===== src/rtl/sacq_pkg.sv =====
// Shared types for the serial acquisition controller.
// Assumes: nothing beyond IEEE 1800-2017 enums.
package sacq_pkg;

    // Kind of frame on the serial bus.
    typedef enum logic [1:0] {
        KIND_DUMMY = 2'd0,
        KIND_WRITE = 2'd1,
        KIND_READ  = 2'd2,
        KIND_TEMP  = 2'd3
    } frame_kind_t;

    // Sequencer state.
    typedef enum logic [1:0] {
        ST_IDLE = 2'd0,
        ST_XFER = 2'd1,
        ST_GAP  = 2'd2
    } seq_state_t;

endpackage


===== src/rtl/sacq_clkdiv.sv =====
// Half-period timer for the serial clock.
// Produces a one-cycle tick at the last system clock of every half
// serial-clock period while 'run' is high. Assumes DIV_HALF >= 1.
module sacq_clkdiv #(
    parameter int DIV_HALF = 2
) (
    input  logic clk,
    input  logic rst_n,
    input  logic run,
    output logic half_tick
);
    localparam int CW = (DIV_HALF > 1) ? $clog2(DIV_HALF) : 1;
    localparam logic [CW-1:0] LAST = CW'(DIV_HALF - 1);

    logic [CW-1:0] cnt;

    assign half_tick = run && (cnt == LAST);

    // Count system clocks within the current half period.
    always_ff @(posedge clk or negedge rst_n) begin
        if (!rst_n)          cnt <= '0;
        else if (!run)       cnt <= '0;
        else if (half_tick)  cnt <= '0;
        else                 cnt <= cnt + 1'b1;
    end

    // the half-period counter never passes its limit.
    assert_half_bound_R3: assert property (@(posedge clk) disable iff (!rst_n)
        cnt <= LAST);

endmodule


===== src/rtl/sacq_shifter.sv =====
// One serial frame: drives the serial clock, shifts the control word out
// MSB first (changing on the falling edge), samples the return line on the
// rising edge. Only the last FRAME_BITS-1 samples are kept; the leading
// returned bit carries no information.
// Assumes 'start' is only raised while no frame is active.
module sacq_shifter #(
    parameter int FRAME_BITS = 16
) (
    input  logic                  clk,
    input  logic                  rst_n,
    input  logic                  start,
    input  logic [FRAME_BITS-1:0] tx_word,
    input  logic                  half_tick,
    input  logic                  sdo,
    output logic                  sclk,
    output logic                  sdi,
    output logic [FRAME_BITS-2:0] rx_word,
    output logic                  frame_end
);
    localparam int HALVES = 2 * FRAME_BITS;
    localparam int HW     = $clog2(HALVES);
    localparam logic [HW-1:0] LAST_HALF = HW'(HALVES - 1);

    logic                  active;
    logic [HW-1:0]         half_idx;
    logic [FRAME_BITS-1:0] tx_sh;
    logic [FRAME_BITS-2:0] rx_sh;
    logic                  sclk_q;

    assign frame_end = active && half_tick && (half_idx == LAST_HALF);
    assign sclk      = sclk_q;
    assign sdi       = active ? tx_sh[FRAME_BITS-1] : 1'b1;
    assign rx_word   = rx_sh;

    // Walk the 2*FRAME_BITS half periods of a frame.
    always_ff @(posedge clk or negedge rst_n) begin
        if (!rst_n) begin
            active   <= 1'b0;
            half_idx <= '0;
            tx_sh    <= '0;
            rx_sh    <= '0;
            sclk_q   <= 1'b1;
        end else if (start) begin
            active   <= 1'b1;
            half_idx <= '0;
            tx_sh    <= tx_word;
            sclk_q   <= 1'b0;
        end else if (active && half_tick) begin
            if (frame_end) begin
                active   <= 1'b0;
                half_idx <= '0;
            end else if (!half_idx[0]) begin
                sclk_q   <= 1'b1;
                rx_sh    <= {rx_sh[FRAME_BITS-3:0], sdo};
                half_idx <= half_idx + 1'b1;
            end else begin
                sclk_q   <= 1'b0;
                tx_sh    <= {tx_sh[FRAME_BITS-2:0], 1'b1};
                half_idx <= half_idx + 1'b1;
            end
        end
    end

    // serial clock rests high outside a frame.
    assert_idle_high_R3: assert property (@(posedge clk) disable iff (!rst_n)
        !active |-> sclk_q);

    // inside a frame the control line moves only with a falling clock.
    assert_sdi_on_fall_R3: assert property (@(posedge clk) disable iff (!rst_n)
        (active && $past(active) && !$fell(sclk_q)) |-> $stable(sdi));

endmodule


===== src/rtl/sacq_seq.sv =====
// Transaction sequencer: runs the startup throw-away frames, decides whether
// a converter request needs a control write, chains write and read, keeps
// the inter-frame gap, latches results and raises the completion strobe.
// Assumes the shifter reports frame_end for exactly one cycle per frame.
module sacq_seq
    import sacq_pkg::*;
#(
    parameter int                  FRAME_BITS   = 16,
    parameter int                  CH_W         = 3,
    parameter int                  ADC_W        = 12,
    parameter int                  TEMP_W       = 10,
    parameter int                  DUMMY_FRAMES = 2,
    parameter int                  CH_LSB       = 10,
    parameter logic [FRAME_BITS-1:0] CTRL_BASE  = 16'h0031,
    parameter logic [FRAME_BITS-1:0] READ_WORD  = '0
) (
    input  logic                  clk,
    input  logic                  rst_n,
    input  logic                  go,
    input  logic                  sel_temp,
    input  logic [CH_W-1:0]       ch_req,
    input  logic                  half_tick,
    input  logic                  frame_end,
    input  logic [FRAME_BITS-2:0] rx_word,
    output logic                  start,
    output logic [FRAME_BITS-1:0] tx_word,
    output logic                  busy,
    output logic                  adc_cs_n,
    output logic                  tmp_ce,
    output logic                  done,
    output logic [ADC_W-1:0]      adc_data,
    output logic [CH_W-1:0]       adc_ch,
    output logic [TEMP_W-1:0]     temp_data
);
    localparam int BW       = $clog2(DUMMY_FRAMES + 1);
    localparam int TEMP_TOP = FRAME_BITS - 2;

    seq_state_t   st;
    frame_kind_t  kind, launch_kind;
    logic [BW-1:0] boot_left;
    logic          gap_half, gap_done, launch;
    logic [CH_W-1:0] last_ch, req_ch;
    logic          last_valid;

    assign gap_done = (st == ST_GAP) && half_tick && gap_half;
    assign busy     = (st != ST_IDLE);
    assign adc_cs_n = !((st == ST_XFER) && (kind != KIND_TEMP));
    assign tmp_ce   = (st == ST_XFER) && (kind == KIND_TEMP);
    assign start    = launch;

    // Decide whether a frame begins this cycle and of which kind.
    always_comb begin
        launch      = 1'b0;
        launch_kind = kind;
        case (st)
            ST_IDLE: begin
                if (boot_left != '0) begin
                    launch      = 1'b1;
                    launch_kind = KIND_DUMMY;
                end else if (go) begin
                    launch = 1'b1;
                    if (sel_temp)
                        launch_kind = KIND_TEMP;
                    else if (!last_valid || (ch_req != last_ch))
                        launch_kind = KIND_WRITE;
                    else
                        launch_kind = KIND_READ;
                end
            end
            ST_GAP: begin
                if (gap_done && (kind == KIND_WRITE)) begin
                    launch      = 1'b1;
                    launch_kind = KIND_READ;
                end
            end
            default: ;
        endcase
    end

    // Form the outgoing control word for the frame being launched.
    always_comb begin
        tx_word = READ_WORD;
        case (launch_kind)
            KIND_DUMMY: tx_word = '1;
            KIND_WRITE: begin
                tx_word                 = CTRL_BASE;
                tx_word[FRAME_BITS-1]   = 1'b1;
                tx_word[CH_LSB +: CH_W] = ch_req;
            end
            default: tx_word = READ_WORD;
        endcase
    end

    // Advance the sequencer state and the startup frame count.
    always_ff @(posedge clk or negedge rst_n) begin
        if (!rst_n) begin
            st        <= ST_IDLE;
            kind      <= KIND_DUMMY;
            gap_half  <= 1'b0;
            req_ch    <= '0;
            boot_left <= BW'(DUMMY_FRAMES);
        end else if (launch) begin
            st   <= ST_XFER;
            kind <= launch_kind;
            if ((st == ST_IDLE) && (launch_kind != KIND_TEMP))
                req_ch <= ch_req;
        end else begin
            case (st)
                ST_XFER: if (frame_end) begin
                    st       <= ST_GAP;
                    gap_half <= 1'b0;
                    if (kind == KIND_DUMMY) boot_left <= boot_left - 1'b1;
                end
                ST_GAP: if (half_tick) begin
                    if (gap_half) st <= ST_IDLE;
                    else          gap_half <= 1'b1;
                end
                default: ;
            endcase
        end
    end

    // Latch results, remember the programmed channel, pulse completion.
    always_ff @(posedge clk or negedge rst_n) begin
        if (!rst_n) begin
            done       <= 1'b0;
            adc_data   <= '0;
            adc_ch     <= '0;
            temp_data  <= '0;
            last_ch    <= '0;
            last_valid <= 1'b0;
        end else begin
            done <= 1'b0;
            if (frame_end) begin
                case (kind)
                    KIND_WRITE: begin
                        last_ch    <= req_ch;
                        last_valid <= 1'b1;
                    end
                    KIND_READ: begin
                        adc_data <= rx_word[ADC_W-1:0];
                        adc_ch   <= rx_word[ADC_W +: CH_W];
                        done     <= 1'b1;
                    end
                    KIND_TEMP: begin
                        temp_data <= rx_word[TEMP_TOP -: TEMP_W];
                        done      <= 1'b1;
                    end
                    default: ;
                endcase
            end
        end
    end

    // never both devices selected.
    assert_one_select_R4: assert property (@(posedge clk) disable iff (!rst_n)
        !(!adc_cs_n && tmp_ce));

    // completion is a single-cycle pulse.
    assert_done_pulse_R8: assert property (@(posedge clk) disable iff (!rst_n)
        done |=> !done);

    // completion only follows a data frame.
    assert_done_kind_R8: assert property (@(posedge clk) disable iff (!rst_n)
        done |-> (kind == KIND_READ || kind == KIND_TEMP));

    // no request frame while startup frames remain.
    assert_boot_first_R2: assert property (@(posedge clk) disable iff (!rst_n)
        (st == ST_XFER && kind != KIND_DUMMY) |-> (boot_left == '0));

    // a read frame only runs once a channel has been programmed.
    assert_read_after_write_R7: assert property (@(posedge clk) disable iff (!rst_n)
        (st == ST_XFER && kind == KIND_READ) |-> last_valid);

endmodule


===== src/rtl/sacq_top.sv =====
// Dual-sensor serial acquisition controller, top level.
// Joins the half-period timer, the frame shifter and the sequencer and
// drives the reset output. Assumes a single clock domain.
module sacq_top #(
    parameter int DIV_HALF   = 2,
    parameter int FRAME_BITS = 16,
    parameter int CH_W       = 3,
    parameter int ADC_W      = 12,
    parameter int TEMP_W     = 10
) (
    input  logic              clk,
    input  logic              rst_n,
    input  logic              go,
    input  logic              sel_temp,
    input  logic [CH_W-1:0]   ch_sel,
    input  logic              sdo,
    output logic              sclk,
    output logic              rst_out_n,
    output logic              sdi,
    output logic              adc_cs_n,
    output logic              tmp_ce,
    output logic              done,
    output logic [ADC_W-1:0]  adc_data,
    output logic [CH_W-1:0]   adc_ch,
    output logic [TEMP_W-1:0] temp_data
);
    logic                  half_tick, busy, start, frame_end;
    logic [FRAME_BITS-1:0] tx_word;
    logic [FRAME_BITS-2:0] rx_word;

    // Hold the reset output low while reset is applied.
    always_ff @(posedge clk or negedge rst_n) begin
        if (!rst_n) rst_out_n <= 1'b0;
        else        rst_out_n <= 1'b1;
    end

    sacq_clkdiv #(.DIV_HALF(DIV_HALF)) clkdiv_i (
        .clk       (clk),
        .rst_n     (rst_n),
        .run       (busy),
        .half_tick (half_tick)
    );

    sacq_shifter #(.FRAME_BITS(FRAME_BITS)) shifter_i (
        .clk       (clk),
        .rst_n     (rst_n),
        .start     (start),
        .tx_word   (tx_word),
        .half_tick (half_tick),
        .sdo       (sdo),
        .sclk      (sclk),
        .sdi       (sdi),
        .rx_word   (rx_word),
        .frame_end (frame_end)
    );

    sacq_seq #(
        .FRAME_BITS (FRAME_BITS),
        .CH_W       (CH_W),
        .ADC_W      (ADC_W),
        .TEMP_W     (TEMP_W)
    ) seq_i (
        .clk       (clk),
        .rst_n     (rst_n),
        .go        (go),
        .sel_temp  (sel_temp),
        .ch_req    (ch_sel),
        .half_tick (half_tick),
        .frame_end (frame_end),
        .rx_word   (rx_word),
        .start     (start),
        .tx_word   (tx_word),
        .busy      (busy),
        .adc_cs_n  (adc_cs_n),
        .tmp_ce    (tmp_ce),
        .done      (done),
        .adc_data  (adc_data),
        .adc_ch    (adc_ch),
        .temp_data (temp_data)
    );

endmodule


===== config.mk =====
export PLATFORM = sky130hd
export DESIGN_NAME = sacq_top
export DESIGN_NICKNAME = d
export VERILOG_FILES = /design/src/rtl/sacq_pkg.sv /design/src/rtl/sacq_clkdiv.sv /design/src/rtl/sacq_shifter.sv /design/src/rtl/sacq_seq.sv /design/src/rtl/sacq_top.sv
export SDC_FILE = /design/constraint.sdc
export NUM_CORES = 1
export LEC_CHECK = 0
export BUFFER_PORTS_ARGS = -buffer_cell sky130_fd_sc_hd__buf_4
export CAP_MARGIN = 5
export CORE_MARGIN = 3
export CORE_UTILIZATION = 50
export DETAILED_ROUTE_END_ITERATION = 8
export PLACE_DENSITY = 0.72
export SLEW_MARGIN = 20
export SYNTH_ARGS = -nofsm -noshare
export SYNTH_HDL_FRONTEND = slang
export SYNTH_SLANG_ARGS = --single-unit

===== constraint.sdc =====
create_clock -name clk -period 3.1 [get_ports clk]
set_clock_uncertainty 0.15 [all_clocks]
set_input_delay 0 -clock clk [delete_from_list [all_inputs] [get_ports clk]]
set_output_delay 0 -clock clk [all_outputs]
set_load 0.1 [all_outputs]

Word level (Yosys, flattened, before mapping)
Cells that the tools add are included.

Bits in registers: 80. Bits of input ports: 8. Output and inout port bits: 31. Word-level logic and storage cells: 111.

Add/subtract/negate cells: 3. Equal/unequal tests: 16. Multiplexer cells: 37. Bitwise gates (word level): 3. Reduce and logical (&&, ||, !) cells: 34.

Operators with widths (count): 16-bit 2-to-1 mux (4); 16-bit one-hot mux with 2 select lines (1); 2-bit 2-to-1 mux (9); 1-bit 2-to-1 mux (16); 4-bit AND reduction (4); 5-bit 2-to-1 mux (3); 2-bit AND reduction (6); 2-bit nonzero test (6); 1-bit logical AND (9); 2-bit one-hot mux with 2 select lines (2); 2-bit by 1-bit == test with 1-bit output, second input constant (3); 2-bit == test, second input constant (3); 2-bit zero test (3); 2-bit != test, second input constant (3); 3-bit by 1-bit != test with 1-bit output, second input constant (2); 5-bit by 1-bit adder with 5-bit output, second input constant (1); 5-bit == test, second input constant (1); 2-bit by 1-bit != test with 1-bit output, second input constant (2); 1-bit one-hot mux with 2 select lines (2); 3-bit by 2-bit != test with 1-bit output, second input constant (1); 3-bit != test (1); 1-bit inverter (3); 3-bit AND reduction (1); 3-bit nonzero test (1); other kinds (5) (6).

Longest topological paths before layout
Word-level depth: 10. Mapped depth: 10. Gate-level depth less buffers: 7.

Modules after synthesis
A second synthesis with hierarchy kept.

Cell total of the unflattened synthesis: 275. Area, all modules: 3698.5 µm².

Modules (own cells, without submodules): sacq_seq (instances 1, cells each 145, area an instance 1886.8 µm², seq. area each 1002.2 µm²); sacq_shifter (instances 1, cells each 125, area an instance 1741.7 µm², seq. area each 952.2 µm²); sacq_clkdiv (instances 1, cells each 3, area an instance 41.3 µm², seq. area each 25.0 µm²); sacq_top (instances 1, cells each 2, area an instance 28.8 µm², seq. area each 25.0 µm²).

Worst setup path before layout
Ideal clock, no wire load.

Path type: flip-flop to flip-flop. From: register shifter_i.half_idx[0]. To: register shifter_i.rx_sh[10] (netlist: shifter_i.rx_word[10]). Library setup time: 0.125 ns. Data arrival time: 2.186 ns. Required time: 2.825 ns. Path slack: 0.639 ns. Stages on the path, launching flop included: 9. Buffers on the path: 3. Period minus slack after synthesis: 2.461 ns. Path through: dfrtp_1 -> ha_1 -> and3_1 -> ha_1 -> buf_4 -> or4_4 -> buf_6 -> buf_12 -> mux2_4.

Word-level cells in the longest chain between the ends: 4. Elaborated cells between the ends (all ways): 5. Classes of those cells: eq/ne (1); bitwise (2); reduce/logical (2).

RTL lines: start, declared (line sacq_shifter.sv:25) `logic [HW-1:0] half_idx;`; start signal, assigned (line sacq_shifter.sv:55) `half_idx <= half_idx + 1'b1;`; start signal, assigned (line sacq_shifter.sv:59) `half_idx <= half_idx + 1'b1;`; 5-bit == test (line sacq_shifter.sv:30) `assign frame_end = active && half_tick && (half_idx == LAST_HALF);`; 1-bit logical AND (line sacq_shifter.sv:30); 1-bit inverter (no line); 4-bit AND reduction (no line) (*); end signal, assigned (line sacq_shifter.sv:54) `rx_sh <= {rx_sh[FRAME_BITS-3:0], sdo};`; end, declared (line sacq_shifter.sv:27) `logic [FRAME_BITS-2:0] rx_sh;`.

Mark *: on every way between the ends. The rest lies on a longest branch, timed or not. A chain may end at the register's enable or synchronous reset.

Worst setup path in the final report
From: register seq_i.st[0]. To: register shifter_i.tx_sh[13].

Word-level cells in the longest chain between the ends: 10. Elaborated cells between the ends (all ways): 21. Classes of those cells: eq/ne (3); mux (6); reduce/logical (12).

RTL lines: start, declared (line sacq_seq.sv:38) `seq_state_t st;`; start signal, assigned (line sacq_seq.sv:97) `st <= ST_IDLE;`; start signal, assigned (line sacq_seq.sv:103) `st <= ST_XFER;`; start signal, assigned (line sacq_seq.sv:110) `st <= ST_GAP;`; 2-bit nonzero test (line sacq_seq.sv:46) `assign busy = (st != ST_IDLE);`; 1-bit logical AND (line sacq_clkdiv.sv:17) `assign half_tick = run && (cnt == LAST);`; 1-bit logical AND (2 in series) (line sacq_seq.sv:45) `assign gap_done = (st == ST_GAP) && half_tick && gap_half;`; 1-bit logical AND (line sacq_seq.sv:71) `if (gap_done && (kind == KIND_WRITE)) begin`; 2-bit 2-to-1 mux (line sacq_seq.sv:71); 2-bit one-hot mux with 2 select lines (line sacq_seq.sv:55) `case (st)`; 2-bit by 1-bit == test with 1-bit output or 2-bit zero test (tied branches) (line sacq_seq.sv:83) `case (launch_kind)`; 16-bit one-hot mux with 2 select lines (line sacq_seq.sv:83); 16-bit 2-to-1 mux (line sacq_shifter.sv:43) `end else if (start) begin`; end signal, assigned (line sacq_shifter.sv:46) `tx_sh <= tx_word;`; end signal, assigned (line sacq_shifter.sv:58) `tx_sh <= {tx_sh[FRAME_BITS-2:0], 1'b1};`; end, declared (line sacq_shifter.sv:26) `logic [FRAME_BITS-1:0] tx_sh;`.

Parallel ways exist; a longest one is shown, timed or not.

==> metrics.csv <==
metric,value,unit
outcome,completed,
yosys_warnings,0,
worstRegToRegCells,7,
synth_edf_count,0,
worstPathMaxFanout,10,
required,3220,ps
worst_r2r_startpoint,seq_i.st[0],
hpwl,4.31,mm
tritoncts,built,
slew_violations,0,
ys_types,54,
p_int,1540,uW
slew_headroom,34.1,%
initial_core_util,53.1,%
rows,30,
fin_crit,2560,ps
wl_per_cell,14.8,um
antenna-diode-count,0,
drive_gt1_share,38.9,%
hold_viol_final,0,
place.gp.congestion,0.781,
synth-seq-area-share,53.8,%
async_reset_ff_share,100,%
fmax,0.391,GHz
synth_top_area_share,52.4,%
syn_area_per_cell,13.0,um^2
r2r_slack,540,ps
syn_inst,287,
grt_usage,16.8,%
worstMarginPinSlew,989,ps
dr.pass1.iters,4,
vias,2269,
p_sw,424,uW
synth.area.top_cells,"dfrtp_1, mux2_2, mux2_4",
grt.overflow.total,0,
syn_area,3730,um^2
htreeDepth,3,
io_pins,39,
fin_crit_sh,82.4,%
portBuffers,38,
clock_power_share,42.0,%
vias_per_cell,5.24,
arrival,2670,ps
grt_antenna_before_repair,0,
p_leak,0.00209,uW
mostFrequentLayoutCells,"dfrtp_1, buf_4, mux2_2",
swShare,21.6,%
clkLatencyLatePin,350,ps
postLayoutCellArea,4320,um^2
area_delta_synth_final,16.0,%
layout_commonest_cell,dfrtp_1,
ir_worst_vdd,299,uV
clockBufferDepth,2,
synth_top_area_cell,dfrtp_1,
nNetsFinal,347,
routed_wl,6.39,mm
tns,0,ps
grt_pass1_wl,11.3,mm
first_global_vias,2294,
hold_path.class,input pin to async pin,
placed_cell_area,4040,um^2
startpoint_type,register,
drcViolationCount,0,
max-cap-violations,0,
ctsResizeCount,0,
clk_pin_slew,80,ps
dieArea,8520,um^2
combPwrFrac,3.7,%
synth_ff_type,dfrtp_1,
drt_iter0_drc,119,
power_frac_seq,54.3,%
synth_seq_cells,80,
post_cts_buffers,0,
finalSetupViolations,0,
place_inst,410,
final_cell_count_no_fill,433,
cp-end-kind,register,
finalPower,1970,uW
rsz0062_at_grt,no,
grt_max_degree,81,
rr_endpoint,shifter_i.tx_sh[13],
die-width,92.3,um
core_area,7020,um^2
fp.dieH,92.3,um
powerDensity,455,nW/um^2
numCtsBuffers,9,
syn-num-nets,302,
critPathLaunch,seq_i.st[0],
ant_nets,0,
crit_type,register to register,
root_buffer,clkbuf_8,
cts.sinks,80,
holdWs,201,ps
==> registers in the layout, summed over array words and instances (netlist names), 2 cells and up <==
register,flops
shifter_i.tx_sh,16
shifter_i.rx_word,15
seq_i.adc_data,12
seq_i.temp_data,10
shifter_i.half_idx,5
seq_i.adc_ch,3
seq_i.last_ch,3
seq_i.req_ch,3
seq_i.boot_left,2
seq_i.kind,2
seq_i.st,2
==> how the worst max path moves through the flow <==
stage,end,slack (ps),cells after the start
floorplan,shifter_i.rx_word[10],640,8
finish,shifter_i.tx_sh[13],540,7
global route,shifter_i.tx_sh[13],330,6
detailed placement,shifter_i.tx_sh[14],510,7
global placement,shifter_i.tx_sh[1],570,7
CTS,shifter_i.tx_sh[14],490,7
==> layer usage <==
metal | GRT usage, % | share of wire, % | wire length [um] | up-vias
met4 | 4.46 | 1.2 | 76 | 0
met2 | 26.6 | 47 | 2980 | 41
met3 | 4.22 | 3.5 | 226 | 8
li1 | - | - | - | 1095
met1 | 23.0 | 49 | 3110 | 1125
met5 | 0 | 0 | 0 | -
==> repair_timing <==
item | CTS | global route
hold endpoints to repair | 87 | 0
endpoints found under the setup margin | 0 | 0
hold buffers | 7 | 0
==> area by class of cell <==
| type | instances | area [um^2] |
|---|---|---|
| clock inverter | 5 | 82.6 |
| fill | 579 | 2700 |
| multi-input combinational | 184 | 1570 |
| clock buffer | 11 | 131 |
| tap | 96 | 120 |
| inverter | 9 | 33.8 |
| timing repair buffer | 48 | 378 |
| sequential | 80 | 2000 |
==> synthesized netlist by cell type, drive strengths merged (4+ instances only) <==
master,count
ha,7
and3,4
xnor2,5
mux2,46
nand2,24
buf,12
a31oi,12
nor3b,4
nand2b,5
o21ai,4
inv,9
dfrtp,78
mux2i,4
a21oi,9
nand3b,4
nor2,26
==> critical path, cell delays in order, from the launching register on <==
cell       delay (ps)
dfrtp_1           400
inv_1             110
ha_1              410
inv_1             170
a2111oi_4         270
o31ai_4           190
or3_1             560
a31oi_2           220
==> cells by family after synthesis <==
| group | share of synthesized area (%) |
|---|---|
| simple gates | 13.0 |
| flops | 53.8 |
| mux | 15.8 |
| compound gates | 9.74 |
| buf+inv | 4.06 |
| fa+ha+maj | 2.35 |
| xor+xnor | 1.18 |
| other cells | 0.101 |
==> metrics by stage <==
| step | setup slack, ps | utilization [%] |
|---|---|---|
| 3_3_place_gp | 574 | 57.5 |
| 2_1_floorplan | 639 | - |
| 6_report | 545 | 61.6 |
| 3_5_place_dp | 515 | 57.5 |
| 4_1_cts | 493 | 61.6 |
| 5_1_grt | 327 | 61.6 |
==> power groups by stage <==
| stage | registers [uW] | logic (uW) | clock network, uW |
|---|---|---|---|
| floorplan | 1090 | 29.8 | 0 |
| CTS | 1070 | 74.2 | 856 |
| finish | 1070 | 72.5 | 826 |
| detailed placement | 1090 | 67.1 | 0 |
| global placement | 1090 | 66.6 | 0 |
| global route | 1070 | 81.0 | 904 |
Note: power is estimated with default switching activity, not from simulation.
